**src/rtl/blk_clkgen_pkg.sv**
```systemverilog
package blk_clkgen_pkg;
    localparam int NUM_GCLK = 4;
    localparam int NUM_PT   = 4;
    localparam int NUM_LINE = 4;
    localparam int GSEL_W   = $clog2(NUM_GCLK);
    localparam int PSEL_W   = $clog2(NUM_PT);
    localparam int PT_EN1   = 0;                 // product term used as line 1 enable
    localparam int LINE_CMP = NUM_LINE - 1;      // complement / product-term line

    typedef enum logic [1:0] {
        EDGE_RISE = 2'd0,
        EDGE_FALL = 2'd1,
        EDGE_BOTH = 2'd2,
        EDGE_RSV  = 2'd3
    } edge_mode_e;

    typedef struct packed {
        logic [PSEL_W-1:0] pt3_sel;
        logic              l3_pt;
        logic              en2_use;
        logic [GSEL_W-1:0] sel2;
        logic              en1_pt;
        edge_mode_e        mode1;
        logic [GSEL_W-1:0] sel1;
        logic [GSEL_W-1:0] sel0;
    } blk_cfg_t;

    localparam int CFG_W = $bits(blk_cfg_t);
endpackage

```
**src/rtl/clkgen_cfg_reg.sv**
```systemverilog
module clkgen_cfg_reg
    import blk_clkgen_pkg::*;
(
    input  logic             clk,
    input  logic             rst_n,
    input  logic             load_i,
    input  logic [CFG_W-1:0] cfg_i,
    output blk_cfg_t         cfg_o,
    output logic             hold_o,
    output logic             err_o
);
    typedef struct packed {
        blk_cfg_t cfg;
        logic     ld;
    } cfg_st_t;

    cfg_st_t st_d, st_q;

    always_comb begin
        st_d    = st_q;
        st_d.ld = load_i;
        if (load_i) begin
            st_d.cfg = blk_cfg_t'(cfg_i);
        end
    end

    always_ff @(posedge clk or negedge rst_n) begin
        if (!rst_n) begin
            st_q <= '0;
        end else begin
            st_q <= st_d;
        end
    end

    assign cfg_o  = st_q.cfg;
    assign hold_o = load_i | st_q.ld;
    assign err_o  = st_q.cfg.l3_pt & st_q.cfg.en2_use;
endmodule

```
**src/rtl/clkgen_line_mux.sv**
```systemverilog
module clkgen_line_mux
    import blk_clkgen_pkg::*;
(
    input  logic                       clk,
    input  logic                       rst_n,
    input  logic [NUM_GCLK-1:0]        gclk_i,
    input  logic [NUM_PT-1:0]          pterm_i,
    input  logic                       en_i,
    input  blk_cfg_t                   cfg_i,
    output logic [NUM_LINE-1:0]        lvl_o,
    output logic [NUM_LINE-1:0]        en_o,
    output edge_mode_e [NUM_LINE-1:0]  mode_o
);
    typedef struct packed {
        logic [NUM_GCLK-1:0] g;
        logic [NUM_PT-1:0]   pt;
        logic                en;
    } samp_t;

    samp_t samp_d, samp_q;
    logic  pt_clk;
    logic  l2_lvl;
    logic  l2_en;

    always_comb begin
        samp_d.g  = gclk_i;
        samp_d.pt = pterm_i;
        samp_d.en = en_i;
    end

    always_ff @(posedge clk or negedge rst_n) begin
        if (!rst_n) begin
            samp_q <= '0;
        end else begin
            samp_q <= samp_d;
        end
    end

    always_comb begin
        pt_clk = cfg_i.l3_pt & ~cfg_i.en2_use;
        l2_lvl = samp_q.g[cfg_i.sel2];
        l2_en  = cfg_i.en2_use ? samp_q.en : 1'b1;

        lvl_o[0] = samp_q.g[cfg_i.sel0];
        lvl_o[1] = samp_q.g[cfg_i.sel1];
        lvl_o[2] = l2_lvl;
        lvl_o[LINE_CMP] = pt_clk ? samp_q.pt[cfg_i.pt3_sel] : ~l2_lvl;

        en_o[0] = 1'b1;
        en_o[1] = cfg_i.en1_pt ? samp_q.pt[PT_EN1] : samp_q.en;
        en_o[2] = l2_en;
        en_o[LINE_CMP] = pt_clk ? 1'b1 : l2_en;

        for (int i = 0; i < NUM_LINE; i++) begin
            mode_o[i] = EDGE_RISE;
        end
        mode_o[1] = cfg_i.mode1;
    end
endmodule

```
**src/rtl/clkgen_edge_cap.sv**
```systemverilog
module clkgen_edge_cap
    import blk_clkgen_pkg::*;
#(
    parameter int   DW      = 4,
    parameter logic RST_LVL = 1'b0
) (
    input  logic          clk,
    input  logic          rst_n,
    input  logic          lvl_i,
    input  logic          en_i,
    input  edge_mode_e    mode_i,
    input  logic          hold_i,
    input  logic [DW-1:0] data_i,
    output logic          tick_o,
    output logic [DW-1:0] cap_o
);
    typedef struct packed {
        logic          prev;
        logic [DW-1:0] cap;
    } cap_st_t;

    cap_st_t st_d, st_q;
    logic    rise, fall, hit;

    always_comb begin
        rise = lvl_i & ~st_q.prev;
        fall = ~lvl_i & st_q.prev;
        case (mode_i)
            EDGE_FALL: hit = fall;
            EDGE_BOTH: hit = rise | fall;
            default:   hit = rise;
        endcase
        tick_o    = hit & en_i & ~hold_i;
        st_d      = st_q;
        st_d.prev = lvl_i;
        if (tick_o) begin
            st_d.cap = data_i;
        end
    end

    always_ff @(posedge clk or negedge rst_n) begin
        if (!rst_n) begin
            st_q.prev <= RST_LVL;
            st_q.cap  <= '0;
        end else begin
            st_q <= st_d;
        end
    end

    assign cap_o = st_q.cap;
endmodule

```
**src/rtl/blk_clkgen.sv**
```systemverilog
module blk_clkgen
    import blk_clkgen_pkg::*;
#(
    parameter int DW = 4
) (
    input  logic                   clk,
    input  logic                   rst_n,
    input  logic [NUM_GCLK-1:0]    gclk_i,
    input  logic [NUM_PT-1:0]      pterm_i,
    input  logic                   clk_en_i,
    input  logic                   cfg_load_i,
    input  logic [CFG_W-1:0]       cfg_i,
    input  logic [DW-1:0]          tst_data_i,
    output logic [NUM_LINE-1:0]    line_lvl_o,
    output logic [NUM_LINE-1:0]    line_en_o,
    output logic [NUM_LINE-1:0]    line_tick_o,
    output logic [NUM_LINE*DW-1:0] cap_o,
    output logic                   cfg_err_o
);
    // reset levels: every source samples low, so only the complement line is high
    localparam logic [NUM_LINE-1:0] RST_LVLS = NUM_LINE'(1) << LINE_CMP;

    blk_cfg_t                  cfg_q;
    logic                      hold;
    edge_mode_e [NUM_LINE-1:0] line_mode;

    clkgen_cfg_reg u_cfg (
        .clk    (clk),
        .rst_n  (rst_n),
        .load_i (cfg_load_i),
        .cfg_i  (cfg_i),
        .cfg_o  (cfg_q),
        .hold_o (hold),
        .err_o  (cfg_err_o)
    );

    clkgen_line_mux u_mux (
        .clk     (clk),
        .rst_n   (rst_n),
        .gclk_i  (gclk_i),
        .pterm_i (pterm_i),
        .en_i    (clk_en_i),
        .cfg_i   (cfg_q),
        .lvl_o   (line_lvl_o),
        .en_o    (line_en_o),
        .mode_o  (line_mode)
    );

    for (genvar i = 0; i < NUM_LINE; i++) begin : g_line
        clkgen_edge_cap #(
            .DW      (DW),
            .RST_LVL (RST_LVLS[i])
        ) u_cap (
            .clk    (clk),
            .rst_n  (rst_n),
            .lvl_i  (line_lvl_o[i]),
            .en_i   (line_en_o[i]),
            .mode_i (line_mode[i]),
            .hold_i (hold),
            .data_i (tst_data_i),
            .tick_o (line_tick_o[i]),
            .cap_o  (cap_o[i*DW +: DW])
        );
    end
endmodule

```
**config.mk**
```make
export PLATFORM = sky130hd
export DESIGN_NAME = blk_clkgen
export DESIGN_NICKNAME = d
export VERILOG_FILES = /design/src/rtl/blk_clkgen_pkg.sv /design/src/rtl/clkgen_cfg_reg.sv /design/src/rtl/clkgen_line_mux.sv /design/src/rtl/clkgen_edge_cap.sv /design/src/rtl/blk_clkgen.sv
export SDC_FILE = /design/constraint.sdc
export NUM_CORES = 1
export LEC_CHECK = 0
export ABC_AREA = 1
export BUFFER_PORTS_ARGS = -buffer_cell sky130_fd_sc_hd__buf_2
export CELL_PAD_IN_SITES_DETAIL_PLACEMENT = 1
export CELL_PAD_IN_SITES_GLOBAL_PLACEMENT = 1
export CORE_UTILIZATION = 34
export CTS_CLUSTER_DIAMETER = 80
export DETAILED_ROUTE_END_ITERATION = 10
export GPL_ROUTABILITY_DRIVEN = 0
export PLACE_DENSITY_LB_ADDON = 0.1
export SLEW_MARGIN = 20
export SYNTH_ARGS = -nofsm -noshare
export SYNTH_HDL_FRONTEND = slang
export SYNTH_SLANG_ARGS = --single-unit
```
**constraint.sdc**
```tcl
create_clock -name clk -period 1.7 [get_ports clk]
set_input_delay 0.085 -clock clk [delete_from_list [all_inputs] [get_ports clk]]
set_output_delay 0.085 -clock clk [all_outputs]
set_load 0.01 [all_outputs]
```
==> metrics.txt, run 1 <==
# TYPE chip_impl_metric gauge
chip_impl_info{name="run_status",value="finished, violations left"} 1
chip_impl_info{name="violations",value="setup timing"} 1
chip_impl_metric{name="comb_pwr_share",unit=""} 0.271
chip_impl_metric{name="global_route.usage.total",unit=""} 0.157
chip_impl_metric{name="simple_gate_area_share_of_the_yosys_netlist",unit=""} 0.183
chip_impl_metric{name="layout-area-overhead-vs-synth",unit="%"} 30.1
chip_impl_metric{name="fin_hold_ws",unit="ps"} 17.3
chip_impl_info{name="hp-class",value="in2reg"} 1
chip_impl_metric{name="netlist_area_pre_place",unit="sq mm"} 0.00202
chip_impl_metric{name="detail_route.vias_per_cell",unit=""} 4.35
chip_impl_metric{name="die-height",unit="um"} 79.1
chip_impl_metric{name="number_of_remaining_drc_errors",unit=""} 0
chip_impl_info{name="clockRootBuffer",value="sky130_fd_sc_hd__clkbuf_8"} 1
chip_impl_metric{name="area_of_the_die",unit="sq mm"} 0.00626
chip_impl_metric{name="path_clk_slew",unit="ps"} 80
chip_impl_metric{name="synth_seq_cells",unit=""} 43
chip_impl_info{name="critical_path.reg2reg.startpoint",value="u_cfg.cfg_o[2]$_DFFE_PN0P_"} 1
chip_impl_metric{name="tritoncts.num_buffers",unit=""} 5
chip_impl_metric{name="fin_ws",unit="ps"} -131
chip_impl_metric{name="initial_utilization",unit=""} 0.361
chip_impl_metric{name="setup_violations",unit=""} 1
chip_impl_metric{name="synth_seq_area_share",unit=""} 0.532
chip_impl_metric{name="htree_num_levels",unit=""} 2
chip_impl_metric{name="placement.setup.worst_slack",unit="ps"} -114
chip_impl_metric{name="layout-drive-gt1-share",unit=""} 0.339
chip_impl_info{name="clock_tree_from_tritoncts",value="yes"} 1
chip_impl_metric{name="period_minus_slack",unit="ps"} 1830
chip_impl_metric{name="synth_fp_nets",unit=""} 259
chip_impl_metric{name="timing.clock.skew",unit="ps"} 4.15
chip_impl_metric{name="tightest_slew",unit="ps"} 599
chip_impl_metric{name="syn-mean-instance-area",unit="sq um"} 8.95
chip_impl_metric{name="met2WireLength",unit="mm"} 2.14
chip_impl_metric{name="port-buffer-count",unit=""} 56
chip_impl_metric{name="final_design_area_no_fill",unit="sq mm"} 0.00263
chip_impl_metric{name="chipWidth",unit="um"} 79.1
chip_impl_metric{name="ir_worst_vdd",unit="uV"} 461
chip_impl_metric{name="drv_cap",unit=""} 0
chip_impl_metric{name="sequential_cell_area",unit="sq mm"} 0.00108
chip_impl_metric{name="dr_wl_met3",unit="um"} 245
chip_impl_metric{name="p_leak",unit="nW"} 1.42
chip_impl_metric{name="first_pass_iters",unit=""} 4
chip_impl_info{name="largest_family_of_logic_cells_by_synthesized_area",value="simple AND/OR/NAND/NOR gates"} 1
chip_impl_metric{name="multi_input_area",unit="sq um"} 638
chip_impl_metric{name="yosysWarnings",unit=""} 0
chip_impl_metric{name="synth.lib_cells_used.distinct",unit=""} 24
chip_impl_metric{name="grt_max_degree",unit=""} 28
chip_impl_metric{name="internal_power",unit="W"} 0.00189
chip_impl_metric{name="worst_max_slew_margin_expressed_relative_to_the_limit",unit=""} 0.601
chip_impl_metric{name="worstPathMaxFanout",unit=""} 3
chip_impl_info{name="end_kind",value="output port"} 1
chip_impl_metric{name="design_power_total",unit="W"} 0.00273
chip_impl_metric{name="power.density_cell_area",unit="mW/mm^2"} 1040
chip_impl_info{name="startpoint",value="u_cfg.cfg_o[2]$_DFFE_PN0P_"} 1
chip_impl_metric{name="final-max-slew-violation-count",unit=""} 0
chip_impl_metric{name="mux_share_of_post_synthesis_cell_area",unit=""} 0.00557
chip_impl_metric{name="clkLatencyLatePin",unit="ps"} 300
chip_impl_metric{name="layoutNonFillerInstCount",unit=""} 367
chip_impl_metric{name="ioPinCount",unit=""} 58
chip_impl_metric{name="grt_antenna_before_repair",unit=""} 0
chip_impl_metric{name="grt_overflow_total",unit=""} 0
chip_impl_info{name="grt_setup_unrepaired",value="yes"} 1
chip_impl_metric{name="critical_path_required",unit="ps"} 1620
chip_impl_metric{name="antenna_violating_nets_post_route",unit=""} 0
chip_impl_metric{name="r2r_setup_slack",unit="ps"} 30
chip_impl_info{name="critical_path_class",value="reg2out"} 1
chip_impl_metric{name="post_synth_inst_count",unit=""} 226
chip_impl_metric{name="std_cell_rows",unit=""} 27
chip_impl_metric{name="antenna_cells",unit=""} 0
chip_impl_metric{name="min_period_over_period",unit=""} 1.08
chip_impl_metric{name="placed_cell_area",unit="sq mm"} 0.00223
chip_impl_info{name="setup.worst_path.start_class",value="flop"} 1
chip_impl_metric{name="fill_cells",unit=""} 704
chip_impl_metric{name="avgRoutedWirePerCell",unit="um"} 11.8
chip_impl_metric{name="ff2ff_path_depth",unit=""} 9
chip_impl_metric{name="cts_sinks",unit=""} 43
chip_impl_metric{name="design.final.nets",unit=""} 328
chip_impl_info{name="timing.rr.end",value="g_line[1].u_cap.cap_o[2]$_DFFE_PN0P_"} 1
chip_impl_metric{name="detailedPlacementHpwl",unit="mm"} 3.21
chip_impl_metric{name="synth_fa_ha_area_frac",unit=""} 0.0247
chip_impl_metric{name="postRouteWirelength",unit="mm"} 4.34
chip_impl_metric{name="grt_first_pass_wirelength",unit="mm"} 7.44
chip_impl_metric{name="post_synth_xor_area_fraction",unit=""} 0
chip_impl_metric{name="placed_cells",unit=""} 332
chip_impl_metric{name="cts_max_path_buffers",unit=""} 2
chip_impl_metric{name="detailroute.via_count",unit=""} 1595
chip_impl_metric{name="core_region_area",unit="sq mm"} 0.00561
chip_impl_metric{name="cp.arrival",unit="ps"} 1750
chip_impl_info{name="setup.worst_path.end",value="line_tick_o[1]"} 1
chip_impl_metric{name="drt-met1-wl",unit="mm"} 1.89
chip_impl_metric{name="net_switching",unit="W"} 0.000844
chip_impl_metric{name="initialDrtViolationCount",unit=""} 52
chip_impl_metric{name="grt_pass1_vias",unit=""} 1609
chip_impl_metric{name="final_hold_viol_count",unit=""} 0
chip_impl_metric{name="switching_share",unit=""} 0.309
chip_impl_metric{name="synth-compound-area-share",unit=""} 0.0761
chip_impl_metric{name="power_frac_seq",unit=""} 0.489
chip_impl_info{name="maxUsedRoutingLayer",value="met4"} 1
chip_impl_metric{name="timing.fmax",unit="MHz"} 546
chip_impl_metric{name="power.share.clock",unit=""} 0.240
-- how the worst min path moves through the flow --
stage | startpoint | endpoint | cells after the start
after floorplan | rst_n | g_line[0].u_cap.cap_o[0]$_DFFE_PN0P_ | 0
after global placement | rst_n | u_cfg.cfg_o[3]$_DFFE_PN0P_ | 1
after detailed placement | rst_n | u_cfg.cfg_o[3]$_DFFE_PN0P_ | 1
after CTS | cfg_i[1] | u_cfg.cfg_o[1]$_DFFE_PN0P_ | 3
after global routing | cfg_i[6] | u_cfg.cfg_o[6]$_DFFE_PN0P_ | 2
final | cfg_i[12] | u_cfg.cfg_o[12]$_DFFE_PN0P_ | 3
-- flip-flops by register name, indices dropped and copies added (netlist names) --
name,flops
g_line.u_cap.cap_o,16
u_cfg.cfg_o,13
u_mux.samp_q,9
g_line.u_cap.st_q,4
u_cfg.st_q,1
-- area by class of cell --
class | count | area share
flip-flops and latches | 43 | 0.409
multi-input cells | 118 | 0.243
repair buffers | 93 | 0.232
inverters | 34 | 0.0485
well taps | 72 | 0.0342
clock buffers | 6 | 0.0314
clock inverters | 1 | 0.00190
-- power groups by stage --
| stage | clock (W) | sequential [W] | combinational (W) |
|---|---|---|---|
| 4_1_cts | 0.000691 | 0.00134 | 0.000727 |
| 5_1_grt | 0.000731 | 0.00137 | 0.000843 |
| 3_5_place_dp | 0 | 0.00136 | 0.000677 |
| 3_3_place_gp | 0 | 0.00135 | 0.000654 |
| 2_1_floorplan | 0 | 0.00134 | 0.000613 |
| 6_report | 0.000655 | 0.00134 | 0.000740 |
-- cells by family (layout without fill, tap and decap cells) --
group	Yosys count	after routing
buf+inv	65	134
compound gates	30	30
mux	1	1
fa+ha+maj	4	4
other cells	1	1
simple gates	82	82
flops	43	43
-- through the flow --
step	util	TNS (ps)
CTS	0.456	-211
detailed placement	0.398	-534
global placement	0.398	-23.0
floorplan	-	0
finish	0.469	-131
global route	0.469	-647
-- timing repair --
| item | in CTS | in global routing |
|---|---|---|
| endpoints found under the setup margin | 5 | 8 |
| pin swaps | 5 | 5 |
| gates resized for setup | 5 | 9 |
| buffers inserted | 3 | 5 |
| cloned | 0 | 0 |
| hold endpoints to repair | 44 | 0 |
| hold buffers | 21 | 0 |
-- cell usage after synthesis --
cell / instances / share of area
sky130_fd_sc_hd__ha_1: 4 / 0.025
sky130_fd_sc_hd__clkbuf_1: 2 / 0.0037
sky130_fd_sc_hd__nand2_1: 56 / 0.10
sky130_fd_sc_hd__dfstp_2: 1 / 0.013
sky130_fd_sc_hd__a32oi_1: 1 / 0.0043
sky130_fd_sc_hd__nor3_2: 1 / 0.0049
sky130_fd_sc_hd__nand2_2: 3 / 0.0093
sky130_fd_sc_hd__mux2_2: 1 / 0.0056
sky130_fd_sc_hd__buf_6: 1 / 0.0056
sky130_fd_sc_hd__nand3_1: 14 / 0.035
sky130_fd_sc_hd__o21ai_1: 8 / 0.020
sky130_fd_sc_hd__o21ai_0: 19 / 0.047
sky130_fd_sc_hd__nor2_4: 1 / 0.0056
sky130_fd_sc_hd__and2_1: 1 / 0.0031
sky130_fd_sc_hd__conb_1: 1 / 0.0019
sky130_fd_sc_hd__nor3_4: 1 / 0.0080
sky130_fd_sc_hd__nor2_2: 1 / 0.0031
sky130_fd_sc_hd__inv_2: 1 / 0.0019
sky130_fd_sc_hd__a21oi_1: 2 / 0.0049
sky130_fd_sc_hd__buf_4: 28 / 0.10
sky130_fd_sc_hd__dfrtp_1: 42 / 0.52
sky130_fd_sc_hd__nand3_2: 1 / 0.0049
sky130_fd_sc_hd__inv_1: 33 / 0.061
sky130_fd_sc_hd__nor2_1: 3 / 0.0056
-- worst max-delay path, stage by stage (launching register included) --
cell                      delay (ps)
sky130_fd_sc_hd__dfrtp_1         420
sky130_fd_sc_hd__inv_2            90
sky130_fd_sc_hd__nand2_2          60
sky130_fd_sc_hd__a32oi_4         230
sky130_fd_sc_hd__ha_1            280
sky130_fd_sc_hd__o21ai_1         150
sky130_fd_sc_hd__nand2_2          70
sky130_fd_sc_hd__inv_1            50
sky130_fd_sc_hd__buf_2           110
-- layout by cell type, fill, tap and decap left out, drive strengths merged --
master and n:
mux2 1, a21oi 2, nor2 5, dfstp 1, ha 4, dfrtp 42, clkbuf 6, buf 72
inv 34, o21ai 27, a32oi 1, dlygate4sd3 21, nand2 59, and2 1, clkinv 1, nand3 15
nor3 2, conb 1
-- per-layer routing --
metal / global-route usage / vias up
li1: - / 809
met1: 0.190 / 737
met2: 0.265 / 43
met3: 0.0414 / 6
met4: 0.0600 / 0
met5: 0 / -
Note: power is estimated with default switching activity, not from simulation.
==> run 2, diff against run 1 <==
--- a/config.mk
+++ b/config.mk
@@ -7,13 +7,11 @@
 export LEC_CHECK = 0
 export ABC_AREA = 1
 export BUFFER_PORTS_ARGS = -buffer_cell sky130_fd_sc_hd__buf_2
-export CELL_PAD_IN_SITES_DETAIL_PLACEMENT = 1
-export CELL_PAD_IN_SITES_GLOBAL_PLACEMENT = 1
-export CORE_UTILIZATION = 34
+export CORE_UTILIZATION = 46
 export CTS_CLUSTER_DIAMETER = 80
 export DETAILED_ROUTE_END_ITERATION = 10
 export GPL_ROUTABILITY_DRIVEN = 0
-export PLACE_DENSITY_LB_ADDON = 0.1
+export PLACE_DENSITY = 0.75
 export SLEW_MARGIN = 20
 export SYNTH_ARGS = -nofsm -noshare
 export SYNTH_HDL_FRONTEND = slang
==> run 2 against run 1 <==
  * The flow still finishes with violations (setup timing)
  * Clock power increased by 23%
  * Combinational power shrank 3.9%
  * Sequential share of layout area rose by 2.0 points
  * Die area decreased by 25%
  * Register-to-register slack barely moved
  * Global-route usage grew 2.0 points
  * Setup slack lost 39 ps
  * Total power rose by 4.7%
  * Largest power group unchanged
==> metrics.txt, run 2 (synthesized netlist as in run 1, its figures left out) <==
# TYPE chip_impl_metric gauge
chip_impl_metric{name="avgRoutedWirePerCell",unit="um"} 10.9
chip_impl_metric{name="placed_cells",unit=""} 304
chip_impl_info{name="clock_tree_from_tritoncts",value="yes"} 1
chip_impl_metric{name="timing.fmax",unit="MHz"} 535
chip_impl_metric{name="first_pass_iters",unit=""} 4
chip_impl_metric{name="fin_hold_ws",unit="ps"} 4.01
chip_impl_metric{name="core_region_area",unit="sq mm"} 0.00412
chip_impl_metric{name="grt_pass1_vias",unit=""} 1407
chip_impl_metric{name="detail_route.vias_per_cell",unit=""} 4.57
chip_impl_metric{name="tightest_slew",unit="ps"} 528
chip_impl_metric{name="htree_num_levels",unit=""} 2
chip_impl_info{name="min_from",value="cfg_i[10]"} 1
chip_impl_metric{name="final_hold_viol_count",unit=""} 0
chip_impl_info{name="most-common-layout-cells",value="sky130_fd_sc_hd__buf_2 (55), sky130_fd_sc_hd__nand2_1 (53), sky130_fd_sc_hd__dfrtp_1 (42)"} 1
chip_impl_metric{name="antenna_cells",unit=""} 0
chip_impl_metric{name="ir_worst_vdd",unit="uV"} 596
chip_impl_metric{name="std_cell_rows",unit=""} 23
chip_impl_metric{name="r2r_setup_slack",unit="ps"} 20
chip_impl_metric{name="fill_cells",unit=""} 350
chip_impl_info{name="critical_path.reg2reg.startpoint",value="u_cfg.cfg_o[2]$_DFFE_PN0P_"} 1
chip_impl_metric{name="chipWidth",unit="um"} 68.3
chip_impl_metric{name="number_of_remaining_drc_errors",unit=""} 0
chip_impl_metric{name="placement.setup.worst_slack",unit="ps"} -50.0
chip_impl_metric{name="grt_max_degree",unit=""} 44
chip_impl_metric{name="ff2ff_path_depth",unit=""} 11
chip_impl_metric{name="antenna_violating_nets_post_route",unit=""} 0
chip_impl_metric{name="layout-area-overhead-vs-synth",unit="%"} 24.1
chip_impl_info{name="min_to",value="u_cfg.cfg_o[10]$_DFFE_PN0P_"} 1
chip_impl_metric{name="p_leak",unit="nW"} 1.36
chip_impl_metric{name="tritoncts.num_buffers",unit=""} 5
chip_impl_metric{name="drv_cap",unit=""} 0
chip_impl_metric{name="detailroute.via_count",unit=""} 1507
chip_impl_metric{name="initial_utilization",unit=""} 0.492
chip_impl_metric{name="area_of_the_die",unit="sq mm"} 0.00467
chip_impl_metric{name="fin_ws",unit="ps"} -169
chip_impl_info{name="timing.rr.end",value="g_line[1].u_cap.cap_o[3]$_DFFE_PN0P_"} 1
chip_impl_info{name="hp-class",value="in2reg"} 1
chip_impl_metric{name="cp.arrival",unit="ps"} 1780
chip_impl_metric{name="worstHoldPathCells",unit=""} 3
chip_impl_metric{name="worstPathMaxFanout",unit=""} 3
chip_impl_metric{name="initialDrtViolationCount",unit=""} 80
chip_impl_metric{name="path_clk_slew",unit="ps"} 80
chip_impl_metric{name="die-height",unit="um"} 68.3
chip_impl_metric{name="cts_sinks",unit=""} 43
chip_impl_metric{name="grt_overflow_total",unit=""} 0
chip_impl_metric{name="utilization",unit=""} 0.610
chip_impl_metric{name="final-max-slew-violation-count",unit=""} 0
chip_impl_info{name="clockRootBuffer",value="sky130_fd_sc_hd__clkbuf_8"} 1
chip_impl_metric{name="timing.clock.skew",unit="ps"} 7.08
chip_impl_metric{name="cts_max_path_buffers",unit=""} 2
chip_impl_metric{name="period_minus_slack",unit="ps"} 1870
chip_impl_info{name="end_kind",value="output port"} 1
chip_impl_metric{name="clkLatencyLatePin",unit="ps"} 290
chip_impl_metric{name="layoutNonFillerInstCount",unit=""} 330
chip_impl_metric{name="min_period_over_period",unit=""} 1.10
chip_impl_info{name="setup.worst_path.start_class",value="flop"} 1
chip_impl_metric{name="grt_first_pass_wirelength",unit="mm"} 5.95
chip_impl_metric{name="design.final.nets",unit=""} 312
chip_impl_metric{name="ioPinCount",unit=""} 58
chip_impl_info{name="critical_path_class",value="reg2out"} 1
chip_impl_metric{name="detailedPlacementHpwl",unit="mm"} 2.60
chip_impl_metric{name="setup_tns",unit="ps"} -169
chip_impl_info{name="run_status",value="finished, violations left"} 1
chip_impl_metric{name="power.density_cell_area",unit="mW/mm^2"} 1140
chip_impl_metric{name="grt_antenna_before_repair",unit=""} 0
chip_impl_metric{name="global_route.usage.total",unit=""} 0.176
chip_impl_info{name="most_common_library_cell_in_the_layout_ignoring_fill_and_taps",value="sky130_fd_sc_hd__buf_2"} 1
chip_impl_metric{name="setup_violations",unit=""} 1
chip_impl_metric{name="postRouteWirelength",unit="mm"} 3.59
chip_impl_metric{name="layout-drive-gt1-share",unit=""} 0.332
chip_impl_metric{name="critical_path_required",unit="ps"} 1620
chip_impl_metric{name="port-buffer-count",unit=""} 56
chip_impl_info{name="violations",value="setup timing"} 1
chip_impl_metric{name="worst_max_slew_margin_expressed_relative_to_the_limit",unit=""} 0.648
chip_impl_metric{name="largest_register_ffs",unit=""} 16
chip_impl_info{name="grt_setup_unrepaired",value="yes"} 1
-- run 2: routing by layer --
layer | up-vias | track usage | wire (um)
li1 | 776 | - | -
met1 | 680 | 0.211 | 1710
met2 | 47 | 0.304 | 1660
met3 | 4 | 0.0450 | 184
met4 | 0 | 0.0625 | 39
met5 | - | 0 | 0
-- run 2: critical path: stages, from the launching register on --
cell,delay [ps]
sky130_fd_sc_hd__dfrtp_1,400
sky130_fd_sc_hd__buf_6,120
sky130_fd_sc_hd__nand2_4,40
sky130_fd_sc_hd__a32oi_4,270
sky130_fd_sc_hd__inv_1,80
sky130_fd_sc_hd__ha_2,190
sky130_fd_sc_hd__a21oi_2,120
sky130_fd_sc_hd__o21ai_2,70
sky130_fd_sc_hd__nand2_2,70
sky130_fd_sc_hd__inv_2,30
sky130_fd_sc_hd__buf_6,110
-- run 2: final cells by class --
class | count | area [sq um] | area share
sequential | 43 | 1080 | 0.429
multi-input combinational | 118 | 643 | 0.256
timing repair buffer | 77 | 483 | 0.192
inverter | 34 | 128 | 0.0508
clock buffer | 6 | 82.6 | 0.0329
tap | 50 | 62.6 | 0.0249
clock inverter | 2 | 35.0 | 0.0140
-- run 2: repair_timing --
action                     CTS  global route
buffers inserted             4             2
pin swaps                    5             6
setup endpoints to repair    5             5
hold buffers                14             0
resized for setup            7            11
hold endpoints to repair    55             0
gates cloned                 0             0
-- run 2: where the power goes --
group | internal [W] | switching, W
clock | 0.000475 | 0.000333
sequential | 0.00123 | 0.000110
combinational | 0.000321 | 0.000390
-- run 2: how the worst max path moves through the flow --
stage                                from        endpoint  slack (ps)  cells after the start
2_1_floorplan  u_cfg.cfg_o[2]$_DFFE_PN0P_  line_tick_o[1]          90                      8
3_3_place_gp   u_cfg.cfg_o[2]$_DFFE_PN0P_  line_tick_o[1]          30                      8
3_5_place_dp   u_cfg.cfg_o[2]$_DFFE_PN0P_  line_tick_o[1]         -50                      8
4_1_cts        u_cfg.cfg_o[2]$_DFFE_PN0P_  line_tick_o[1]        -140                     10
5_1_grt        u_cfg.cfg_o[2]$_DFFE_PN0P_  line_tick_o[1]        -270                     10
6_report       u_cfg.cfg_o[2]$_DFFE_PN0P_  line_tick_o[1]        -170                     10
-- run 2: per-stage QoR --
| stage | total power (W) | instance area, sq um |
|---|---|---|
| final | 0.00286 | 2510 |
| after global routing | 0.00307 | 2510 |
| after CTS | 0.00286 | 2460 |
| after detailed placement | 0.00201 | 2160 |
| after global placement | 0.00198 | 2160 |
| after floorplan | 0.00195 | 2020 |
